File: src/rtl/sar_pkg.sv
package sar_pkg;
  // Mode of the read port for one cycle
  typedef enum logic [1:0] {
    RD_NONE = 2'd0,
    RD_LOW  = 2'd1,
    RD_HIGH = 2'd2
  } rd_sel_t;

  function automatic rd_sel_t pick_read(input logic hi, input logic lo);
    if (hi)      return RD_HIGH;
    else if (lo) return RD_LOW;
    else         return RD_NONE;
  endfunction
endpackage

File: src/rtl/sar_sequencer.sv
module sar_sequencer #(
  parameter int RES_BITS = 12
) (
  input  logic                clk,
  input  logic                rst,
  input  logic                start,
  output logic                accept,
  output logic                busy,
  output logic [RES_BITS-1:0] step
);
  localparam int CW = $clog2(RES_BITS + 1) + 1;

  logic [CW-1:0] busy_cnt;

  assign accept = start && !busy;

  always_ff @(posedge clk) begin
    if (rst) begin
      busy     <= 1'b0;
      step     <= '0;
      busy_cnt <= '0;
    end else if (accept) begin
      busy     <= 1'b1;
      step     <= {1'b1, {(RES_BITS-1){1'b0}}};
      busy_cnt <= '0;
    end else if (busy) begin
      step     <= step >> 1;
      busy_cnt <= busy_cnt + 1'b1;
      if (step[0]) busy <= 1'b0;
    end
  end

  // at most one position under trial, and only while busy
  a_r2_step_onehot: assert property (@(posedge clk) disable iff (rst)
    $onehot0(step) && (busy == (step != '0)));

  // a busy period never lasts more than RES_BITS cycles
  a_r2_busy_bounded: assert property (@(posedge clk) disable iff (rst)
    busy |-> busy_cnt < CW'(RES_BITS));

  // a busy period ends after exactly RES_BITS cycles
  a_r2_busy_exact: assert property (@(posedge clk) disable iff (rst)
    $fell(busy) |-> $past(busy_cnt) == CW'(RES_BITS - 1));

  // a start seen while busy does not restart the pointer
  a_r6_no_restart: assert property (@(posedge clk) disable iff (rst)
    (busy && start && !step[0]) |=> !step[RES_BITS-1]);
endmodule

File: src/rtl/sar_register.sv
module sar_register #(
  parameter int RES_BITS = 12
) (
  input  logic                clk,
  input  logic                rst,
  input  logic                accept,
  input  logic                busy,
  input  logic [RES_BITS-1:0] step,
  input  logic                cmp_ge,
  output logic [RES_BITS-1:0] code,
  output logic [RES_BITS-1:0] result,
  output logic                ser_bit,
  output logic                ser_valid
);
  localparam logic [RES_BITS-1:0] MSB_ONLY = {1'b1, {(RES_BITS-1){1'b0}}};

  logic [RES_BITS-1:0] settled;
  logic [RES_BITS-1:0] next_code;

  always_comb begin
    settled   = (code & ~step) | (cmp_ge ? step : '0);
    next_code = settled | (step >> 1);
  end

  always_ff @(posedge clk) begin
    if (rst) begin
      code      <= '0;
      result    <= '0;
      ser_bit   <= 1'b0;
      ser_valid <= 1'b0;
    end else begin
      ser_valid <= busy;
      if (accept) begin
        code <= MSB_ONLY;
      end else if (busy) begin
        code    <= next_code;
        ser_bit <= cmp_ge;
        if (step[0]) result <= settled;
      end
    end
  end

  // first busy cycle offers only the MSB as trial
  a_r3_first_trial: assert property (@(posedge clk) disable iff (rst)
    (busy && !$past(busy)) |-> code == MSB_ONLY);

  // result only moves at the end of a conversion
  a_r5_result_hold: assert property (@(posedge clk) disable iff (rst)
    (!busy && !$past(busy)) |-> $stable(result));

  // serial bit valid only after a busy cycle
  a_r7_ser_follows_busy: assert property (@(posedge clk) disable iff (rst)
    ser_valid |-> $past(busy));
endmodule

File: src/rtl/sar_byte_port.sv
module sar_byte_port
  import sar_pkg::*;
#(
  parameter int RES_BITS = 12,
  parameter int BUS_BITS = 8
) (
  input  logic                clk,
  input  logic                rst,
  input  logic [RES_BITS-1:0] result,
  input  logic                hi_en,
  input  logic                lo_en,
  output logic [BUS_BITS-1:0] bus_data,
  output logic                bus_oe
);
  localparam int WIDE = 2 * BUS_BITS;

  logic [WIDE-1:0] wide;
  rd_sel_t         sel;

  generate
    if (RES_BITS == WIDE) begin : g_full
      assign wide = result;
    end else begin : g_pad
      assign wide = {{(WIDE-RES_BITS){1'b0}}, result};
    end
  endgenerate

  assign sel = pick_read(hi_en, lo_en);

  always_ff @(posedge clk) begin
    if (rst) begin
      bus_data <= '0;
      bus_oe   <= 1'b0;
    end else begin
      unique case (sel)
        RD_HIGH: begin
          bus_data <= wide[WIDE-1:BUS_BITS];
          bus_oe   <= 1'b1;
        end
        RD_LOW: begin
          bus_data <= wide[BUS_BITS-1:0];
          bus_oe   <= 1'b1;
        end
        default: begin
          bus_data <= '0;
          bus_oe   <= 1'b0;
        end
      endcase
    end
  end

  // the bus is quiet when no read is served
  a_r10_bus_quiet: assert property (@(posedge clk) disable iff (rst)
    !bus_oe |-> bus_data == '0);

  // a read is served one cycle after an enable
  a_r8_oe_follows_enable: assert property (@(posedge clk) disable iff (rst)
    (hi_en || lo_en) |=> bus_oe);
endmodule

File: src/rtl/sar_ctrl.sv
module sar_ctrl #(
  parameter int RES_BITS = 12,
  parameter int BUS_BITS = 8
) (
  input  logic                clk,
  input  logic                rst,
  input  logic                start,
  input  logic                cmp_ge,
  output logic [RES_BITS-1:0] dac_code,
  output logic                conv_done,
  output logic                ser_bit,
  output logic                ser_valid,
  output logic [RES_BITS-1:0] result,
  input  logic                hi_en,
  input  logic                lo_en,
  output logic [BUS_BITS-1:0] bus_data,
  output logic                bus_oe
);
  logic                accept;
  logic                busy;
  logic [RES_BITS-1:0] step;

  sar_sequencer #(.RES_BITS(RES_BITS)) u_seq (
    .clk    (clk),
    .rst    (rst),
    .start  (start),
    .accept (accept),
    .busy   (busy),
    .step   (step)
  );

  sar_register #(.RES_BITS(RES_BITS)) u_reg (
    .clk       (clk),
    .rst       (rst),
    .accept    (accept),
    .busy      (busy),
    .step      (step),
    .cmp_ge    (cmp_ge),
    .code      (dac_code),
    .result    (result),
    .ser_bit   (ser_bit),
    .ser_valid (ser_valid)
  );

  sar_byte_port #(.RES_BITS(RES_BITS), .BUS_BITS(BUS_BITS)) u_port (
    .clk      (clk),
    .rst      (rst),
    .result   (result),
    .hi_en    (hi_en),
    .lo_en    (lo_en),
    .bus_data (bus_data),
    .bus_oe   (bus_oe)
  );

  assign conv_done = !busy;

  // status is done during reset release
  a_r1_idle_after_reset: assert property (@(posedge clk)
    $past(rst) |-> conv_done);
endmodule

File: config.mk
export PLATFORM = sky130hd
export DESIGN_NAME = sar_ctrl
export DESIGN_NICKNAME = d
export VERILOG_FILES = /design/src/rtl/sar_pkg.sv /design/src/rtl/sar_sequencer.sv /design/src/rtl/sar_register.sv /design/src/rtl/sar_byte_port.sv /design/src/rtl/sar_ctrl.sv
export SDC_FILE = /design/constraint.sdc
export NUM_CORES = 1
export LEC_CHECK = 0
export BUFFER_PORTS_ARGS = -buffer_cell sky130_fd_sc_hd__buf_2
export CORE_MARGIN = 2
export CORE_UTILIZATION = 58
export DETAILED_ROUTE_END_ITERATION = 8
export HOLD_SLACK_MARGIN = 0.15
export PLACE_DENSITY = 0.89
export SYNTH_ARGS = -nofsm -noshare
export SYNTH_HDL_FRONTEND = slang
export SYNTH_HIERARCHICAL = 1
export SYNTH_SLANG_ARGS = --single-unit
File: constraint.sdc
create_clock -name clk -period 4.2 [get_ports clk]
set_clock_uncertainty 0.1 [all_clocks]
set_input_delay 0.84 -clock clk [delete_from_list [all_inputs] [get_ports clk]]
set_output_delay 0.84 -clock clk [all_outputs]
set_load 0.03 [all_outputs]
; ---- Word level (Yosys, flattened, before mapping)
; Cells that the tools add are included.
[totals]
mem_bits_ro = 0
n_memories = 0
register_bits = 48
mem_bits_rw = 0
latchBits = 0
word_cells = 36
inputBits = 6
[classes]
reduce_logical = 7
addsub = 0
eq_ne = 2
bitwise = 5
shift = 0
n_lt_le_gt_ge = 0
mux = 12
div = 0
multipliers = 0
[ops]
columns = op, n
row1 = 12-bit 2-to-1 mux, 5
row2 = 8-bit case mux with 2 select lines, 1
row3 = 12-bit bitwise AND, 1
row4 = 12-bit inverter, 1
row5 = 12-bit by 11-bit bitwise OR with 12-bit output, 1
row6 = 12-bit bitwise OR, 1
row7 = 1-bit 2-to-1 mux, 5
row8 = 2-bit OR reduction, 2
row9 = 3-bit AND reduction, 1
row10 = "2-bit by 1-bit == test with 1-bit output, second input constant", 1
row11 = "2-bit == test, second input constant", 1
row12 = 2-bit 2-to-1 mux, 1
row13 = 2-bit AND reduction, 1
row14 = 2-bit nonzero test, 1
row15 = 1-bit logical AND, 1
row16 = 1-bit zero test, 1
row17 = 1-bit inverter, 1

; ---- Longest topological paths before layout
[logic_depth]
word_depth = 6
ltp_mapped = 7
ltp_nobuf = 4

; ---- Hierarchy
; Netlist, hierarchy kept.
[modules_own_cells]
columns = module, area_per_inst_um2, cells_per_inst, instances
row1 = sar_register, 1234.9, 124, 1
row2 = sar_sequencer, 589.3, 57, 1
row3 = sar_byte_port, 301.5, 29, 1
row4 = sar_ctrl, 3.8, 1, 1

; ---- Least setup slack after synthesis
; Ideal clock, no wire load.
[synth_path]
path_type = input to register
startpoint = input port start
endpoint = register u_reg.result[2]
arrival_time_ps = 1736
path_buffers = 2
slack_ps = 2279
path_stages = 5
setup_ps = 86
path_cell_list = nor2b_1 > and3b_1 > buf_6 > buf_6 > a211oi_1
[synth_between]
elab_chain_cells = 3
[synth_rtl]
columns = item, line
row1 = start: declaration, sar_ctrl.sv:7  ; input logic start,
row2 = 1-bit logical AND, sar_sequencer.sv:15  ; assign accept = start && !busy;
row3 = 1-bit inverter (no source line), -
row4 = 3-bit AND reduction (no source line), -
row5 = end signal: assignment, sar_register.sv:38  ; if (step[0]) result <= settled;
row6 = end: declaration, sar_register.sv:11  ; output logic [RES_BITS-1:0] result,
; Every way passes these cells.
; A chain may end at the register's enable or synchronous reset.

; ---- Final worst setup path
[layout_path]
startpoint = register u_seq.busy
endpoint = register u_reg.result[0]
[layout_between]
elab_chain_cells = 4
[layout_rtl]
columns = item, line
row1 = start: declaration, sar_sequencer.sv:8  ; output logic busy,
row2 = start signal: assignment, sar_sequencer.sv:19  ; busy <= 1'b0;
row3 = start signal: assignment, sar_sequencer.sv:23  ; busy <= 1'b1;
row4 = start signal: assignment, sar_sequencer.sv:29  ; if (step[0]) busy <= 1'b0;
row5 = 1-bit zero test, sar_sequencer.sv:15
row6 = 1-bit logical AND, sar_sequencer.sv:15
row7 = net accept, sar_ctrl.sv:19  ; logic accept;
row8 = 1-bit inverter (no source line), -
row9 = 3-bit AND reduction (no source line), -
; The timed path passes the listed nets, and every way through them passes these cells.

==> qor.tcl <==
set qor(outcome) {finished, final reports clean}
set qor(synth_top_family_by_area) {compound AO/OA/AOI/OAI gates}
set qor(ff2ff_setup_slack_ns) 2.04
set qor(most_used_dff_post_synth) {sky130_fd_sc_hd__dfxtp_1}
set qor(nNetsFinal) 254
set qor(detailedPlace.worstSlack_ns) 1.98
set qor(crit-reg2reg-launch) {u_seq/busy}
set qor(start_util) 0.591
set qor(wire_per_inst_um) 14.0
set qor(synth-edff-count) 0
set qor(grt-ovfl-total) 0
set qor(hpwlAfterDp_mm) 2.72
set qor(gp_congestion) 0.765
set qor(maxCapViolations) 0
set qor(syn_inst) 211
set qor(ctsResizeCount) 0
set qor(drv_slew) 0
set qor(grt_max_degree) 36
set qor(num-fill-cells) 296
set qor(cts.sinks) 48
set qor(finalSetupTns_ns) 0
set qor(part_of_the_cycle_the_worst_path_needs) 0.514
set qor(clock_insertion_delay_worst_skew_ns) 0.31
set qor(port_buf_inserts) 41
set qor(power_leakage_nw) 0.874
set qor(reg2regPathDepth) 6
set qor(worst_r2r_endpoint) {u_reg/result[0]}
set qor(yosys.cell_types.count) 28
set qor(die_area_um2) 4170
set qor(cts.clk_slew.worst_paths_ns) 0.09
set qor(antenna_found_initial) 0
set qor(worst_setup_path_end_kind) {flip-flop}
set qor(num_io_pins) 42
set qor(worstPathMaxFanout) 31
set qor(htree_num_levels) 2
set qor(grt_setup_unrepaired) {false}
set qor(critPathLaunchType) {flip-flop}
set qor(worst_hold_path.num_cells) 2
set qor(groute.usage.overall) 0.218
set qor(detail-route-antenna-nets) 0
set qor(hold_ws_ns) 0.388
set qor(die-height_um) 64.6
set qor(max_freq_mhz) 463
set qor(max_slew_margin) 0.468
set qor(post_synth.cell_area_avg_um2) 10.1
set qor(tritoncts) {done}
set qor(fp-row-count) 22
set qor(vias) 1621
set qor(drt_iter0_drc) 81
set qor(area_growth_pct) 13.0
set qor(xor_xnor_fraction_of_synth_area) 0
set qor(tritoncts.num_buffers) 5
set qor(yosysWarnings) 6
set qor(totalPowerFinal_uw) 853
set qor(n_antenna_cell) 0
set qor(holdPathEnd) {u_reg/code[0]}
set qor(totalWireLength_mm) 4.16
set qor(final_hold_viol_count) 0
set qor(number_of_global_route_vias_before_repair) 1466
set qor(drc_errors) 0
set qor(ys_seq_area_frac) 0.451
set qor(grt_first_pass_wirelength_mm) 6.96
set qor(layout-drive-gt1-share) 0.329
set qor(synth_area_um2) 2130
set qor(timing_worst_slew_pin_value_ns) 0.796
set qor(crit_required_ns) 4.28
set qor(cp.arrival_ns) 2.24
set qor(root_buffer) {sky130_fd_sc_hd__clkbuf_8}
set qor(drtPass1Iterations) 4
set qor(clockBufferDepth) 2
set qor(synth_fp_nets) 217
set qor(die_w_um) 64.6
set qor(postCtsSetupBuffers) 0
set qor(min-delay-path-class) {reg2reg}
set qor(avgViaCountPerCell) 5.46
set qor(async_reset_ff_frac) 0
set qor(postSynthRegisterBits) 48
set qor(cts_hold_buf) 0
set qor(finalCriticalPeriod_ns) 2.16
set qor(design.core.area_um2) 3610
set qor(synth_adder_area_share) 0
set qor(cellPowerDensity_nw_per_um2) 354
set qor(hold_path_startpoint) {u_reg/code[0]}
set qor(post-route-worst-setup-slack_ns) 2.04
set qor(vdd_drop_max_mv) 0.200
set qor(synth-compound-area-share) 0.230
set qor(muxShareOfSynthArea) 0.0611
set qor(path_class) {reg2reg}
set qor(final-setup-viol-count) 0
set qor(basic_gate_share_of_the_synthesized_area_counting_and_or_nand_and_nor_cells) 0.160
-- layout make-up --
type / count / area, um2 / area share
Timing Repair Buffer: 44 / 228 / 0.0946
Tap cell: 48 / 60.1 / 0.0249
Clock buffer: 5 / 68.8 / 0.0286
Multi-Input combinational cell: 126 / 961 / 0.399
Inverter: 23 / 86.3 / 0.0359
Sequential cell: 48 / 961 / 0.399
Clock inverter: 3 / 42.5 / 0.0177
-- sequential cells by signal, summed over array words and instances (netlist names) --
| signal | count |
|---|---|
| u_reg/result | 12 |
| u_reg/ser_valid | 1 |
| u_reg/code | 12 |
| u_port/bus_data | 8 |
| u_reg/ser_bit | 1 |
| u_port/bus_oe | 1 |
| u_seq/step | 12 |
| u_seq/busy | 1 |
-- logic make-up after synthesis --
group,count (synthesis)
AOI/OAI and AO/OA,50
muxes,13
DFF,48
buffers and inverters,37
and+or+nand+nor,63
-- synthesized netlist by cell type, drive strengths merged, types with 2 or more instances --
cell type | instances | area, um2
nand2 | 16 | 60.1
inv | 23 | 86.3
o32ai | 11 | 171
nor2 | 19 | 93.8
a211oi | 12 | 135
dfxtp | 48 | 961
mux2i | 13 | 130
o21ai | 10 | 50.1
nor2b | 14 | 87.6
nand3b | 4 | 30.0
nor3 | 2 | 10.0
buf | 13 | 118
and2 | 4 | 25.0
a221oi | 10 | 87.6
a21oi | 4 | 20.0
or2 | 2 | 12.5
-- cell usage in the layout (no fill, tap or decap), drive strengths merged, types with 2 or more instances in the layout --
master  Yosys  layout
dfxtp      48      48
and2        4       4
o21ai      10      10
nor3        2       2
mux2i      13      13
nand3b      4       4
buf        13      44
nor2b      14      14
o32ai      11      11
a211oi     12      12
or2         2       2
a21oi       4       4
clkbuf      1       5
nor2       19      19
a221oi     10      10
nand2      16      16
inv        23      23
-- metrics by stage --
step,util,cells,instance area [um2]
global placement,0.637,289,2300
global route,0.668,297,2410
finish,0.668,297,2410
detailed placement,0.637,289,2300
CTS,0.668,297,2410
floorplan,-,211,2130
-- critical path, stage by stage, from the launching register on --
cell and delay (ns):
sky130_fd_sc_hd__dfxtp_1 0.55, sky130_fd_sc_hd__buf_4 0.38, sky130_fd_sc_hd__nor2b_1 0.17, sky130_fd_sc_hd__and3b_1 0.25
sky130_fd_sc_hd__buf_4 0.31, sky130_fd_sc_hd__mux2i_1 0.22, sky130_fd_sc_hd__nor2_1 0.05
-- where the power goes --
part | total [mW] | internal [mW] | switching (mW)
registers | 0.466 | 0.460 | 0.00615
logic | 0.0566 | 0.0164 | 0.0402
clock network | 0.331 | 0.176 | 0.155
total | 0.853 | 0.652 | 0.201
-- metal layers --
metal	track usage	vias to the layer above	routed length, um
met5	0	-	0
met4	0.0824	0	77
met3	0.0556	8	217
met2	0.346	47	1940
met1	0.287	764	1930
li1	-	802	-
-- worst max-delay path by stage --
stage	start	end	slack, ns
after detailed placement	start	u_reg/result[0]	1.98
after global placement	start	u_reg/result[0]	2.04
final	u_seq/busy	u_reg/result[0]	2.04
after floorplan	start	u_reg/result[2]	2.28
after global routing	u_seq/busy	u_reg/result[0]	1.87
after CTS	u_seq/busy	u_reg/result[0]	2.03
No activity file was read; power rests on OpenSTA's default activity.
